`config.mk`:
```
export PLATFORM = sky130hd
export DESIGN_NAME = lrsc_resv_unit
export DESIGN_NICKNAME = d
export VERILOG_FILES = /design/src/rtl/lrsc_pkg.sv /design/src/rtl/lrsc_resv_track.sv /design/src/rtl/lrsc_sc_ctrl.sv /design/src/rtl/lrsc_resv_unit.sv
export SDC_FILE = /design/constraint.sdc
export NUM_CORES = 1
export LEC_CHECK = 0
export BUFFER_PORTS_ARGS = -buffer_cell sky130_fd_sc_hd__buf_4
export CORE_ASPECT_RATIO = 0.9
export CORE_MARGIN = 8
export CORE_UTILIZATION = 35
export CTS_BUF_LIST = sky130_fd_sc_hd__clkbuf_8
export DETAILED_ROUTE_END_ITERATION = 8
export GPL_TIMING_DRIVEN = 0
export PLACE_DENSITY = 0.67
export SLEW_MARGIN = 20
export SYNTH_ARGS = -nofsm -noshare
export SYNTH_HDL_FRONTEND = slang
export SYNTH_SLANG_ARGS = --single-unit
```
`constraint.sdc`:
```
create_clock -name clk -period 1.6 [get_ports clk]
set_input_delay 0.16 -clock clk [delete_from_list [all_inputs] [get_ports clk]]
set_output_delay 0.16 -clock clk [all_outputs]
set_load 0.05 [all_outputs]
```
`src/rtl/lrsc_pkg.sv`:
```
package lrsc_pkg;
   typedef enum logic [0:0] {
      SC_IDLE   = 1'b0,
      SC_DECIDE = 1'b1
   } sc_state_e;
endpackage

```
`src/rtl/lrsc_resv_track.sv`:
```
module lrsc_resv_track #(
   parameter int ADDR_W     = 32,
   parameter int ID_W       = 4,
   parameter int GRAN_LG    = 3,
   parameter int SNP_LG_MAX = 6,
   parameter int SZ_W       = 3
) (
   input  logic                       clk,
   input  logic                       rst_n,
   input  logic                       lr_valid,
   input  logic [ADDR_W-1:0]          lr_addr,
   input  logic [ID_W-1:0]            lr_src_id,
   input  logic                       snp_valid,
   input  logic [ADDR_W-1:0]          snp_addr,
   input  logic [SZ_W-1:0]            snp_size,
   input  logic [ID_W-1:0]            snp_id,
   input  logic                       sc_done,
   output logic                       resv_valid,
   output logic [ADDR_W-GRAN_LG-1:0]  resv_gran,
   output logic                       snoop_kill
);
   localparam int GW = ADDR_W - GRAN_LG;

   logic [ID_W-1:0] resv_src;
   logic [GW-1:0]   snp_gran;
   logic [GW-1:0]   cmp_mask;
   logic            overlap;

   assign snp_gran = snp_addr[ADDR_W-1:GRAN_LG];

   generate
      if (SNP_LG_MAX <= GRAN_LG) begin : g_fixed
         // every snoop fits inside one granule
         assign cmp_mask = '1;
      end else begin : g_sized
         always_comb begin
            for (int i = 0; i < GW; i++) begin
               cmp_mask[i] = ((i + GRAN_LG) >= int'(snp_size));
            end
         end
      end
   endgenerate

   assign overlap    = ((snp_gran ^ resv_gran) & cmp_mask) == '0;
   assign snoop_kill = snp_valid && resv_valid && overlap && (snp_id != resv_src);

   always_ff @(posedge clk) begin
      if (!rst_n) begin
         resv_valid <= 1'b0;
         resv_gran  <= '0;
         resv_src   <= '0;
      end else if (lr_valid) begin
         resv_valid <= 1'b1;
         resv_gran  <= lr_addr[ADDR_W-1:GRAN_LG];
         resv_src   <= lr_src_id;
      end else if (sc_done || snoop_kill) begin
         resv_valid <= 1'b0;
      end
   end


   kill_clears_chk: assert property (@(posedge clk) disable iff (!rst_n)
      (snoop_kill && !lr_valid) |=> !resv_valid);

   lr_sets_chk: assert property (@(posedge clk) disable iff (!rst_n)
      lr_valid |=> resv_valid);
endmodule

```
`src/rtl/lrsc_sc_ctrl.sv`:
```
module lrsc_sc_ctrl
   import lrsc_pkg::*;
#(
   parameter int ADDR_W  = 32,
   parameter int DATA_W  = 64,
   parameter int GRAN_LG = 3
) (
   input  logic                       clk,
   input  logic                       rst_n,
   input  logic                       sc_valid,
   input  logic [ADDR_W-1:0]          sc_addr,
   input  logic [DATA_W-1:0]          sc_data,
   input  logic                       sc_fail_early,
   input  logic                       sc_fail_late,
   input  logic                       resv_valid,
   input  logic [ADDR_W-GRAN_LG-1:0]  resv_gran,
   input  logic                       snoop_kill,
   output logic                       sc_done,
   output logic                       sc_resp_valid,
   output logic                       sc_resp_fail,
   output logic                       mem_wr_valid,
   output logic [ADDR_W-1:0]          mem_wr_addr,
   output logic [DATA_W-1:0]          mem_wr_data
);
   sc_state_e         state;
   logic [ADDR_W-1:0] p_addr;
   logic [DATA_W-1:0] p_data;
   logic              p_late;
   logic              pass;

   assign pass = !p_late && resv_valid && !snoop_kill &&
                 (p_addr[ADDR_W-1:GRAN_LG] == resv_gran);
   assign sc_done = (state == SC_DECIDE) ||
                    (state == SC_IDLE && sc_valid && sc_fail_early);

   always_ff @(posedge clk) begin
      if (!rst_n) begin
         state         <= SC_IDLE;
         p_addr        <= '0;
         p_data        <= '0;
         p_late        <= 1'b0;
         sc_resp_valid <= 1'b0;
         sc_resp_fail  <= 1'b0;
         mem_wr_valid  <= 1'b0;
         mem_wr_addr   <= '0;
         mem_wr_data   <= '0;
      end else begin
         sc_resp_valid <= 1'b0;
         mem_wr_valid  <= 1'b0;
         case (state)
            SC_IDLE: begin
               if (sc_valid) begin
                  if (sc_fail_early) begin
                     sc_resp_valid <= 1'b1;
                     sc_resp_fail  <= 1'b1;
                  end else begin
                     state  <= SC_DECIDE;
                     p_addr <= sc_addr;
                     p_data <= sc_data;
                     p_late <= sc_fail_late;
                  end
               end
            end
            default: begin
               state         <= SC_IDLE;
               sc_resp_valid <= 1'b1;
               sc_resp_fail  <= !pass;
               mem_wr_valid  <= pass;
               mem_wr_addr   <= p_addr;
               mem_wr_data   <= p_data;
            end
         endcase
      end
   end


   write_only_on_pass_chk: assert property (@(posedge clk) disable iff (!rst_n)
      mem_wr_valid |-> (sc_resp_valid && !sc_resp_fail));

   pass_writes_chk: assert property (@(posedge clk) disable iff (!rst_n)
      (sc_resp_valid && !sc_resp_fail) |-> mem_wr_valid);

   early_fail_chk: assert property (@(posedge clk) disable iff (!rst_n)
      (state == SC_IDLE && sc_valid && sc_fail_early) |=> (sc_resp_valid && sc_resp_fail && !mem_wr_valid));

   late_fail_chk: assert property (@(posedge clk) disable iff (!rst_n)
      (state == SC_DECIDE && p_late) |=> (sc_resp_valid && sc_resp_fail));
endmodule

```
`src/rtl/lrsc_resv_unit.sv`:
```
module lrsc_resv_unit #(
   parameter int ADDR_W     = 32,
   parameter int DATA_W     = 64,
   parameter int ID_W       = 4,
   parameter int GRAN_LG    = 3,
   parameter int SNP_LG_MAX = 6,
   parameter int SZ_W       = $clog2(SNP_LG_MAX + 1)
) (
   input  logic              clk,
   input  logic              rst_n,
   input  logic              lr_valid,
   input  logic [ADDR_W-1:0] lr_addr,
   input  logic [ID_W-1:0]   lr_src_id,
   input  logic              snp_valid,
   input  logic [ADDR_W-1:0] snp_addr,
   input  logic [SZ_W-1:0]   snp_size,
   input  logic [ID_W-1:0]   snp_id,
   input  logic              sc_valid,
   input  logic [ADDR_W-1:0] sc_addr,
   input  logic [DATA_W-1:0] sc_data,
   input  logic              sc_fail_early,
   input  logic              sc_fail_late,
   output logic              sc_resp_valid,
   output logic              sc_resp_fail,
   output logic              mem_wr_valid,
   output logic [ADDR_W-1:0] mem_wr_addr,
   output logic [DATA_W-1:0] mem_wr_data
);
   localparam int GW = ADDR_W - GRAN_LG;

   initial begin
      if (GRAN_LG < 0 || GRAN_LG >= ADDR_W) $error("GRAN_LG out of range");
      if (SNP_LG_MAX >= ADDR_W) $error("SNP_LG_MAX too large");
      if ((1 << SZ_W) <= SNP_LG_MAX) $error("SZ_W too narrow");
      if (ID_W < 1 || DATA_W < 1) $error("bad width");
   end

   logic          resv_valid;
   logic [GW-1:0] resv_gran;
   logic          snoop_kill;
   logic          sc_done;

   lrsc_resv_track #(
      .ADDR_W(ADDR_W), .ID_W(ID_W), .GRAN_LG(GRAN_LG),
      .SNP_LG_MAX(SNP_LG_MAX), .SZ_W(SZ_W)
   ) u_track (
      .clk(clk), .rst_n(rst_n),
      .lr_valid(lr_valid), .lr_addr(lr_addr), .lr_src_id(lr_src_id),
      .snp_valid(snp_valid), .snp_addr(snp_addr), .snp_size(snp_size), .snp_id(snp_id),
      .sc_done(sc_done),
      .resv_valid(resv_valid), .resv_gran(resv_gran), .snoop_kill(snoop_kill)
   );

   lrsc_sc_ctrl #(
      .ADDR_W(ADDR_W), .DATA_W(DATA_W), .GRAN_LG(GRAN_LG)
   ) u_ctrl (
      .clk(clk), .rst_n(rst_n),
      .sc_valid(sc_valid), .sc_addr(sc_addr), .sc_data(sc_data),
      .sc_fail_early(sc_fail_early), .sc_fail_late(sc_fail_late),
      .resv_valid(resv_valid), .resv_gran(resv_gran), .snoop_kill(snoop_kill),
      .sc_done(sc_done),
      .sc_resp_valid(sc_resp_valid), .sc_resp_fail(sc_resp_fail),
      .mem_wr_valid(mem_wr_valid), .mem_wr_addr(mem_wr_addr), .mem_wr_data(mem_wr_data)
   );


   sc_clears_chk: assert property (@(posedge clk) disable iff (!rst_n)
      (sc_done && !lr_valid) |=> !resv_valid);
endmodule

```
==> results by stage, run 1 <==
Place:
- The placed cell count is 1558.
- The worst setup slack before clock tree synthesis is -0.355 ns.
- Routability-driven placement finished with a final weighted congestion of 0.842.
- The HPWL after detailed placement is 21800 um.
- Summing all placed instances gives a cell area of 11700 um2.
- Input and output buffers added on the ports amount to 268.

Yosys:
- The synthesized area divided by synthesized cell count is 9.83 um2.
- The flip-flop and latch count after synthesis is 231.
- The post-synthesis net count is 1120.
- The area share of the largest cell type after synthesis is 0.500.
- The number of unique standard cell types used by synthesis is 29.
- The largest total area in the synthesized netlist belongs to dfxtp_1.
- Ranked by total cell area, the synthesized netlist is headed by dfxtp_1, mux2i_1, nor2b_1.
- The Yosys step of the flow raised 0 warnings.
- Synthesis handed over a netlist of 942 instances.
- The part of the Yosys area used for sequential elements is 0.500.
- The area of the mapped netlist is 9260 um2.

Clocking:
- The clock passes through at most 3 buffers.
- Counting the buffers created by CTS gives 41.
- The total clock sinks is 231.
- For the worst-skew pair, the clock arrives at the later sink with an insertion delay of 0.52 ns.
- The root buffer cell chosen for the clock tree is clkbuf_8.
- The CTS tree is yes.
- The H-tree generated during clock tree synthesis spans 2 levels.
- Clock-pin slew was measured on the worst setup and hold paths at 0.06 ns.

Layout:
- The share of the core filled with cells is 0.535.
- Compared with the post-synthesis result, the final layout area differs by 50.7%.
- In the final layout, the share of cells above drive strength 1 is 0.262.
- Once layout is complete, the cells apart from fillers number 1766.
- In the final design database the tool counted 1567 nets.
- Once layout is done, the placed cells without fillers occupy 13900 um2.
- The area used by sequential logic in the layout is 4630 um2.
- The multi-input combinational cells in the finished layout cover a total of 4400 um2.
- The layout has 2356 filler cells.

Routing:
- The number of optimization iterations in the first detailed-route pass is 6.
- The routed via count is 8046.
- Summed over all layers, the routed wires come to 30800 um.
- The wire length per cell is 17.4 um.
- The iteration-0 DRC count of the detailed router is 316.
- The per-cell via count in the routed design is 4.56.
- For this run, design rule violations remaining after detail routing come to 0.
- The detail route stage leaves a number of antenna-violating nets equal to 0.

Pwr:
- The largest vdd supply drop is 542 uV.
- The portion of total power attributed to the clock network is 0.399.
- For this design the ratio of total power to cell area is 930 nW/um2.
- Summed over all nets, the switching power comes to 3300 uW.
- Cell internal power was estimated by the tool at 9670 uW.
- Of the total power, the share spent switching nets is 0.255.
- The share of total power dissipated in sequential elements is 0.471.
- The analysis attributes to cell leakage a power of 0.00575 uW.
- The part of the total power dissipated in combinational logic is 0.130.

Timing:
- The final hold violation count is 0.
- The transition time at the pin with the least slew margin is 0.718 ns.
- The summed negative setup slack over all endpoints is 0 ns.
- Setup repair after global routing could not meet its margin everywhere.
- In this run the tightest slew margin relative to its limit is 0.521.
- Across all setup checks in the final design, the least slack found is 0.0173 ns.
- The final worst-path cycle share is 0.989.
- For this run, the top clock speed supported by timing is 632 MHz.
- The number of setup violations in the final report is 0.
- Across the routed clock network, the largest skew measured is 0.0172 ns.
- The total count of max-transition violations in the final report came to 0.
- The shortest period the worst path allows is 1.58 ns.

Setup path:
- The critical path launch point type is a flop.
- The endpoint type of the worst setup path is a flop.
- The worst-path maximum fanout is 3.
- By startpoint and endpoint, the worst setup path is classified as reg -> reg.
- Data on the critical path is required at its endpoint by 2.01 ns.
- For flop-to-flop paths, the worst setup slack is 0.02 ns.
- The worst register-to-register path begins at u_track.resv_gran[14].
- The worst reg2reg path depth is 6.
- The end of the worst register-to-register path is u_ctrl.mem_wr_valid.
- The data arrival at the endpoint of the critical path is 1.99 ns.

Min path:
- The startpoint of the lowest-slack hold path is rst_n.
- The end of the worst hold path is u_ctrl.p_data[33].
- The cell count of the worst hold path is 2.
- In this run the worst hold path is classified as in -> reg.

Floorplan:
- From left edge to right edge, the die measures 187 um.
- For this configuration, the core starts out at a cell density of 0.355.
- The floorplan step set the die height to 170 um.
- The placeable core region is 26100 um2.
- The die covers 31900 um2.
- The number of ports placed on the die boundary is 277.
- The floorplan has 56 rows.

GRT:
- Entering global routing, the biggest net connects 11 pins.
- The number of global-route vias before repair is 8474.
- The number of antenna violations at the first check in global routing was 1.
- The global-route wire length before repair is 47100 um.
- Global routing finished with a remaining overflow of 0.
- The global routing usage summed across all routing layers is 0.184.

Run status:
- The flow ran to the end, and the final reports show no timing, DRC or antenna violations.

Job:
- The number of violations of the max-capacitance limit is 0.
==> cell usage after synthesis <==
library cell    n
a31oi_1         2
o21a_1          2
a21oi_1         1
nand4_1         9
nand4b_1        1
nor4_1          7
nor2_1          1
clkbuf_1       32
mux2i_1       129
a21boi_0       91
buf_2          24
buf_6           4
nor2b_1       130
a221oi_1        1
o2111ai_1       1
and2_1          1
buf_4           1
inv_1           1
and3_1          1
o21ai_0         2
xor2_1         25
nand2_1       197
dfxtp_1       231
nand3_1         2
xnor2_1        37
a21boi_1        6
nor4_2          1
nor3_1          1
and4_1          1
==> metal layers <==
metal | part of all wire | up-vias | global-route usage
met4 | 0.035 | 0 | 0.0773
met1 | 0.45 | 3744 | 0.233
met2 | 0.46 | 226 | 0.298
met3 | 0.055 | 74 | 0.0452
met5 | 0 | - | 0
li1 | - | 4002 | -
==> how the worst max path moves through the flow <==
stage	from	endpoint	slack (ns)
after detailed placement	u_ctrl.state	u_ctrl.p_addr[15]	-0.35
after global placement	u_ctrl.state	u_ctrl.p_addr[15]	-0.32
final	u_track.resv_gran[14]	u_ctrl.mem_wr_valid	0.02
after floorplan	u_track.resv_gran[24]	u_ctrl.mem_wr_valid	0.26
after global routing	u_track.resv_gran[14]	u_ctrl.mem_wr_valid	-0.05
after CTS	u_ctrl.state	u_ctrl.p_data[51]	0.01
==> repair_timing <==
item,in CTS,in global routing
endpoints found under the setup margin,120,103
setup buffers,1,2
gates cloned,0,0
pin swaps,0,2
resized for setup,12,36
endpoints found under the hold margin,132,0
hold buffers,133,0
==> critical path, stage by stage (launching register included) <==
cell,delay [ns]
dfxtp_2,0.34
xnor2_1,0.23
o2111ai_2,0.22
a221oi_2,0.22
buf_4,0.17
nand3_1,0.08
and4_1,0.21
==> metrics by stage <==
stage | power [uW] | hold WS, ns
after global placement | 7580 | 0.410
after global routing | 13600 | 0.0641
after floorplan | 6940 | 0.295
final | 13000 | 0.0602
after detailed placement | 7590 | 0.421
after CTS | 13100 | 0.0124
==> sequential cells by signal (all words and copies together) (netlist names), 4 cells and up <==
signal,count
u_ctrl.mem_wr_data,64
u_ctrl.p_data,64
u_ctrl.mem_wr_addr,32
u_ctrl.p_addr,32
u_track.resv_gran,29
u_track.resv_src,4
==> power by group through the flow <==
stage	registers [uW]	logic [uW]	clock network [uW]
2_1_floorplan	6270	672	0
3_3_place_gp	6220	1360	0
3_5_place_dp	6220	1370	0
4_1_cts	6100	1650	5330
5_1_grt	6120	1820	5610
6_report	6110	1690	5180
==> layout make-up <==
type / count / area share
Clock inverter: 25 / 0.00951
Timing Repair Buffer: 404 / 0.241
Sequential cell: 231 / 0.332
Antenna cell: 1 / 0.000179
Buffer: 61 / 0.0251
Multi-Input combinational cell: 649 / 0.315
Clock buffer: 46 / 0.0454
Inverter: 1 / 0.000269
Tap cell: 348 / 0.0312
==> cell families after synthesis <==
logic type | Yosys count | share of synthesized area
compound gates | 106 | 0.0851
mux | 129 | 0.139
xor+xnor | 62 | 0.0587
flops | 231 | 0.500
simple gates | 352 | 0.185
buf+inv | 62 | 0.0320
==> cells in the final DEF (no fill, tap or decap), types with 2 or more instances in the layout <==
cell and n:
dlygate4sd3_1 133, a21boi_0 84, clkbuf_2 5, dfxtp_2 3, buf_4 278, buf_6 3, buf_2 10, clkbuf_4 7
nand3_1 2, inv_1 18, a31oi_1 2, nand2_1 196, clkbuf_8 46, nand4_1 9, xor2_1 25, dfxtp_1 228
nor2b_1 130, clkbuf_1 27, xnor2_1 36, nor4_2 2, mux2i_1 129, o21a_1 2, nor4_1 5, clkinv_2 6
o21ai_0 2, a21boi_1 13
Note: power is estimated with default switching activity, not from simulation.
==> run 2, diff against run 1 <==
CTS_BUF_LIST = sky130_fd_sc_hd__clkbuf_8 sky130_fd_sc_hd__clkbuf_16   (was sky130_fd_sc_hd__clkbuf_8)
==> run 2 against run 1 <==
Core utilization is 0.51 points higher; wire length fell by 1.8%; setup slack better by 0.0031 ns; non-clock buffer count up 1; global-route usage shrank 0.38 points; sequential power about the same; via count down 1.2%; register-to-register slack hardly changed; sequential share of layout area shrank 0.32 points; flip-flop and latch count unchanged; clock power grew 17%; critical path type unchanged; critical endpoint unchanged.
==> results by stage, run 2 (synthesis results as in run 1) <==
Place:
- The worst setup slack before clock tree synthesis is -0.355 ns (unchanged).
- The number of buffer cells added on primary ports is 268 (unchanged).
- The instance area after placement is 11700 um2 (unchanged).
- The HPWL after detailed placement came to 21800 um (unchanged).
- The placed cell count is 1558 (unchanged).
- The weighted congestion reported at the end of routability-driven placement came to 0.842 (unchanged).

Timing:
- The timing-limited maximum frequency is 633 MHz (+0.20%).
- The final hold violation count was 0 (unchanged).
- The shortest period the worst path allows was 1.58 ns (-0.00310 ns).
- The total count of max-transition violations in the final report is 0 (unchanged).
- The setup skew after layout is 0.0136 ns (-0.00359 ns).
- The transition time at the pin with the least slew margin is 0.686 ns (-0.0319 ns).
- The final worst-path cycle share is 0.987 (-0.00193).
- The number of setup violations in the final report is 0 (unchanged).
- The setup slack of the critical path after layout is 0.0204 ns (+0.00310 ns).
- The relative slew slack is 0.542 (+0.0212).

Routing:
- The iteration-0 DRC count of the detailed router is 335 (+6.0%).
- The wire length per cell is 17.3 um (-0.59%).
- The total DRC errors in the routed layout is 0 (unchanged).
- The per-cell via count in the routed design is 4.56 (about the same).
- The number of optimization iterations in the first detailed-route pass was 5 (-1).
- The routed wire length was 30300 um (-1.8%).
- The routed via count is 7946 (-1.2%).
- The number of antenna-violating nets in the routed design was 0 (unchanged).

Pwr:
- The switching power was 3230 uW (-2.2%).
- The portion of total power attributed to the clock network is 0.437 (+0.038).
- The largest vdd supply drop is 819 uV (+51%).
- The switching share of power is 0.233 (-0.0212).
- The power share of the sequential group came to 0.441 (-0.030).
- The overall power of the completed layout is 13800 uW (+6.7%).
- The internal power of the cells came to 10600 uW (+9.7%).
- The power density over cell area was 983 nW/um2 (+5.7%).
- The leakage dissipation came to 0.00576 uW (about the same).
- The part of the total power dissipated in combinational logic is 0.122 (-0.008).

Setup path:
- In this run the worst setup path terminates at u_ctrl.mem_wr_valid.
- The worst reg2reg path depth is 5 (-1).
- The data arrival at the endpoint of the critical path came to 1.99 ns (about the same).
- The end of the worst register-to-register path is u_ctrl.mem_wr_valid.
- For this design, the slowest cell found on the critical path is nor4_4.
- The worst endpoint required time was 2.01 ns (about the same).
- The launching element of the worst setup path is u_track.resv_gran[27].
- In this run the critical register-to-register path is launched from u_track.resv_gran[27].
- The count of cell instances traversed by the critical path is 5 (-1).
- The largest delay contributor family on the critical path is simple AND/OR/NAND/NOR gates.
- The worst setup path is launched from a flop.
- The type of the worst setup path is reg -> reg.
- The worst-path maximum fanout is 3 (unchanged).
- The delay of the slowest critical-path stage is 0.36 ns (+0.02 ns).
- The count of buffer and inverter cells on the critical path is 0 (-1).
- The slack of the worst reg-to-reg path is 0.02 ns (about the same).
- STA classifies the critical path endpoint as a flop.
- Traced cell by cell, the critical path runs through xnor2_1, nand4_1, nor4_4, nand3_1, and4_1.

Clocking:
- The CTS tree is yes.
- The total clock sinks was 231 (unchanged).
- The total clock buffers created by CTS is 26 (-37%).
- The number of levels in the clock H-tree is 1 (-1).
- The deepest clock path buffer count came to 3 (unchanged).
- The clock-pin slew on the worst setup and hold paths is 0.06 ns (about the same).
- The worst-skew pair later-pin latency is 0.52 ns (about the same).
- The root buffer cell chosen for the clock tree is clkbuf_16.

Job:
- The number of violations of the max-capacitance limit is 0 (unchanged).

Floorplan:
- The number of ports placed on the die boundary was 277 (unchanged).
- The placeable core region came to 26100 um2 (unchanged).
- The x dimension of the die was 187 um (unchanged).
- The die footprint is 31900 um2 (unchanged).
- The starting density of the core is 0.355 (unchanged).
- The vertical extent of the die is 170 um (unchanged).
- The site row count was 56 (unchanged).

Min path:
- The startpoint of the lowest-slack hold path is rst_n.
- The tightest min-delay check is of the in -> reg type.

Layout:
- The net count reported at finish is 1553 (-0.89%).
- The number of non-filler instances in the completed layout is 1744 (-1.2%).
- The library cell used most frequently in the layout, excluding fill and tap cells, is buf_4.
- The share of the core filled with cells is 0.540 (+0.00514).
- The layout overhead on the synthesized area is 52.1%.
- The largest registers in the layout are u_ctrl.mem_wr_data x64, u_ctrl.p_data x64.
- The area of all placed cells without fillers was 14100 um2 (+0.96%).
- The fraction of layout cells with a size suffix above 1 came to 0.258 (-0.00357).
- In the layout the commonest cells are buf_4, dfxtp_1, nand2_1.

GRT:
- The remaining global-route overflow is 0 (unchanged).
- The number of global-route vias before repair is 8249 (-2.7%).
- The number of antenna violations at the first check in global routing is 2 (+1).
- The largest net degree at the start of global routing is 14 (+3).
- The global-route wire length before repair is 46400 um (-1.4%).
- The global routing usage summed across all routing layers is 0.180 (-0.00383).

Run status:
- The run finished with clean final reports.
-- run 2: changes by cell type in the layout (fill, tap and decap cells not counted), sizes merged, moves of 2 or more --
| cell | change |
|---|---|
| clkbuf | -13 |
| inv | -12 |
| buf | +3 |
| clkinvlp | +2 |
| clkinv | -4 |
-- run 2: layer usage --
metal	up-vias	GRT usage	share of wire
met5	-	0	0
li1	3974	-	-
met2	212	0.298	0.47
met3	48	0.0419	0.056
met1	3712	0.232	0.45
met4	0	0.0558	0.027
-- run 2: power by group through the flow --
stage               clock [uW]  sequential, uW  combinational [uW]
floorplan                    0            6270                 672
finish                    6050            6100                1680
CTS                       6210            6100                1650
detailed placement           0            6220                1370
global route              6450            6120                1820
global placement             0            6220                1360
-- run 2: worst min-delay path by stage --
stage | slack [ns] | depth (start not counted) | end
3_3_place_gp | 0.41 | 3 | u_ctrl.p_addr[14]
5_1_grt | 0.07 | 2 | u_ctrl.p_data[26]
3_5_place_dp | 0.42 | 2 | u_ctrl.state
2_1_floorplan | 0.29 | 2 | u_ctrl.p_addr[10]
6_report | 0.07 | 2 | u_ctrl.p_data[27]
4_1_cts | 0.03 | 3 | u_ctrl.sc_resp_valid
-- run 2: cell type report --
cell class | instances | area [um2]
timing repair buffer | 405 | 3370
clock buffer | 35 | 786
tap | 348 | 435
buffer | 61 | 352
fill | 2290 | 12000
sequential | 231 | 4630
clock inverter | 12 | 108
inverter | 1 | 3.75
multi-input combinational | 649 | 4390
antenna | 2 | 5.00
-- run 2: what timing repair did --
item                       in CTS  in global routing
resized for setup              15                 38
hold endpoints to repair      131                  1
hold buffers                  132                  1
setup endpoints to repair     120                108
buffers inserted                1                  3
pin swaps                       0                  2
-- run 2: per-stage QoR --
step | hold slack [ns] | TNS (ns)
4_1_cts | 0.0252 | -0.000918
3_3_place_gp | 0.410 | -20.99
2_1_floorplan | 0.295 | 0
5_1_grt | 0.0693 | -0.0699
6_report | 0.0656 | 0
3_5_place_dp | 0.421 | -24.02
==> run 3, diff against run 2 <==
PLACE_DENSITY = unset   (was 0.67)
==> run 3 against run 2 <==
Final cell count fell by 0.46%; first-iteration DRC count increased by 0.60%; clock power is 4.0% lower; sequential share of layout area is 0.24 points higher; via count fell by 1.0%.
==> results by stage, run 3 (synthesis results as in run 1) <==
Pwr:
- The part of the total power dissipated in combinational logic came to 0.124 (+0.002).
- The largest vdd supply drop is 594 uV (-27%).
- The switching power was 3230 uW (about the same).
- The portion of total power attributed to the clock network is 0.427 (-0.010).
- The leakage dissipation is 0.00572 uW (-0.68%).
- The power density over cell area is 971 nW/um2 (-1.1%).
- The internal power of the cells came to 10400 uW (-2.3%).
- The power share of the sequential group is 0.449 (+0.008).
- The switching share of power was 0.237 (+0.00404).

Place:
- The HPWL after detailed placement is 22200 um (+2.2%).
- The instance area after placement is 11700 um2 (unchanged).
- The weighted congestion reported at the end of routability-driven placement was 0.799 (-5.0%).
- The number of buffer cells added on primary ports was 268 (unchanged).

Setup path:
- The worst endpoint required time came to 2.05 ns (+0.04 ns).
- The data arrival at the endpoint of the critical path is 2.03 ns (+0.04 ns).
- The slack of the worst reg-to-reg path is 0.03 ns (about the same).
- The end of the worst register-to-register path is u_ctrl.mem_wr_valid.
- The worst-path maximum fanout was 3 (unchanged).
- The worst reg2reg path depth is 5 (unchanged).
- In this design, the critical path's most frequently occurring cell is nor4_2.
- The slowest stage cell on the critical path is nor4_2.
- The delay of the slowest critical-path stage is 0.34 ns (-0.02 ns).
- The type of the worst setup path is reg -> reg.
- Traced cell by cell, the critical path runs through xor2_1, nor4_2, nand4_1, nor4_2, and4_1.
- STA classifies the critical path endpoint as a flop.
- The critical path launch point type is a flop.
- The source of the worst register-to-register timing path is u_track.resv_gran[26].

Layout:
- The area used by sequential logic in the layout is 4630 um2 (+0.11%).
- The largest registers in the layout are u_ctrl.mem_wr_data x64, u_ctrl.p_data x64.
- The fraction of layout cells with a size suffix above 1 is 0.258 (about the same).
- Relative to the synthesized area, the layout overhead comes to 51.2%.
- The net count reported at finish is 1548 (-0.32%).
- The layout filler cell count came to 2400 (+4.8%).
- The area used by multi-input combinational logic is 4400 um2 (+0.20%).
- The area of all placed cells without fillers is 14000 um2 (-0.60%).
- The commonest non-fill, non-tap cell in the layout is buf_4.
- Leaving out fill and tap cells, the most frequent cells in the layout are buf_4, dfxtp_1, nand2_1.

Routing:
- The number of optimization iterations in the first detailed-route pass is 4 (-1).
- The number of antenna-violating nets in the routed design is 0 (unchanged).
- The wire length per cell was 17.7 um (+1.8%).
- The per-cell via count in the routed design is 4.53 (-0.56%).
- The routed via count is 7865 (-1.0%).
- The iteration-0 DRC count of the detailed router is 337 (+0.60%).
- The routed wire length is 30700 um (+1.4%).
- The total DRC errors in the routed layout is 0 (unchanged).

Timing:
- The timing-limited maximum frequency is 635 MHz (+0.32%).
- The shortest period the worst path allows is 1.57 ns (-0.00510 ns).
- The setup skew after layout was 0.0169 ns (+0.00333 ns).
- The number of setup violations in the final report is 0 (unchanged).
- The worst hold slack is 0.0746 ns (+0.00900 ns).
- The relative slew slack was 0.557 (+0.0151).
- The transition time at the pin with the least slew margin came to 0.664 ns (-0.0226 ns).
- The total count of max-transition violations in the final report was 0 (unchanged).
- The final worst-path cycle share is 0.984 (-0.00319).
- The final hold violation count is 0 (unchanged).

Clocking:
- The clock-pin slew on the worst setup and hold paths was 0.06 ns (about the same).
- The deepest clock path buffer count was 3 (unchanged).
- The master cell of the clock root buffer is clkbuf_16.
- TritonCTS built the clock tree.
- The total clock buffers created by CTS is 25 (-3.8%).
- The number of levels in the clock H-tree is 1 (unchanged).
- The worst-skew pair later-pin latency came to 0.52 ns (about the same).
- The total clock sinks is 231 (unchanged).

Min path:
- The cell count of the worst hold path is 2 (unchanged).
- The path class of the lowest-slack min-delay path is in -> reg.
- The startpoint identified for the worst hold timing path is rst_n.
- The worst hold path terminates at u_ctrl.p_data[20].

Run status:
- The run finished with clean final reports.

Floorplan:
- The placeable core region is 26100 um2 (unchanged).
- The starting density of the core came to 0.355 (unchanged).
- The vertical extent of the die is 170 um (unchanged).
- The site row count came to 56 (unchanged).
- The die footprint is 31900 um2 (unchanged).
- The x dimension of the die was 187 um (unchanged).
- The number of ports placed on the die boundary was 277 (unchanged).

GRT:
- The global-route wire length before repair is 46600 um (+0.49%).
- The remaining global-route overflow is 0 (unchanged).
- The global routing usage summed across all routing layers is 0.182 (+0.00176).
- The number of global-route vias before repair came to 8174 (-0.91%).
- The number of antenna violations at the first check in global routing is 1 (-1).
- The largest net degree at the start of global routing is 14 (unchanged).

Job:
- The number of violations of the max-capacitance limit is 0 (unchanged).
[run 3: worst max path at each step]
stage	start	to	slack, ns	cells after the start
CTS	u_ctrl.state	u_ctrl.mem_wr_data[47]	-0.04	5
global placement	u_ctrl.state	u_ctrl.p_addr[13]	-0.34	7
global route	u_track.resv_gran[26]	u_ctrl.mem_wr_valid	-0.02	5
detailed placement	u_ctrl.state	u_ctrl.p_addr[13]	-0.36	7
floorplan	u_track.resv_gran[24]	u_ctrl.mem_wr_valid	0.26	5
finish	u_track.resv_gran[26]	u_ctrl.mem_wr_valid	0.03	5
[run 3: power groups by stage]
stage | registers (uW) | logic [uW] | clock network, uW
floorplan | 6270 | 672 | 0
global placement | 6220 | 1370 | 0
detailed placement | 6220 | 1380 | 0
CTS | 6100 | 1670 | 5960
global route | 6120 | 1830 | 6210
finish | 6100 | 1690 | 5810
[run 3: metrics by stage]
step	power (uW)	cells	util	worst slack [ns]	TNS, ns
global placement	7590	1558	0.449	-0.344	-19.80
detailed placement	7600	1558	0.449	-0.359	-22.13
floorplan	6940	942	-	0.261	0
CTS	13700	1734	0.533	-0.0413	-0.586
global route	14200	1736	0.537	-0.0229	-0.0461
finish	13600	1736	0.537	0.0255	0
[run 3: critical path: cells and delay by family, from the launching register on]
family	cells	cell delay, ns
DFF	1	0.33
xor gates and xnor gates	1	0.19
and+or+nand+nor	4	1.01
[run 3: timing repair]
item,4_1_cts,5_1_grt
buffers inserted,0,0
endpoints found under the hold margin,131,1
resized for setup,12,50
pin swaps,2,7
setup endpoints to repair,120,105
hold buffers,132,1
[run 3: final cells by class]
type	instances	share of cell area
clock buffer	29	0.0486
multi-input combinational	649	0.314
clock inverter	15	0.0102
antenna	1	0.000179
tap	348	0.0311
buffer	61	0.0254
timing repair buffer	401	0.239
sequential	231	0.331
inverter	1	0.000268
[run 3: per-layer routing]
metal,vias up,GRT usage,part of all wire
li1,3965,-,-
met1,3638,0.236,0.45
met2,203,0.297,0.46
met3,59,0.0421,0.056
met4,0,0.0619,0.029
met5,-,0,0
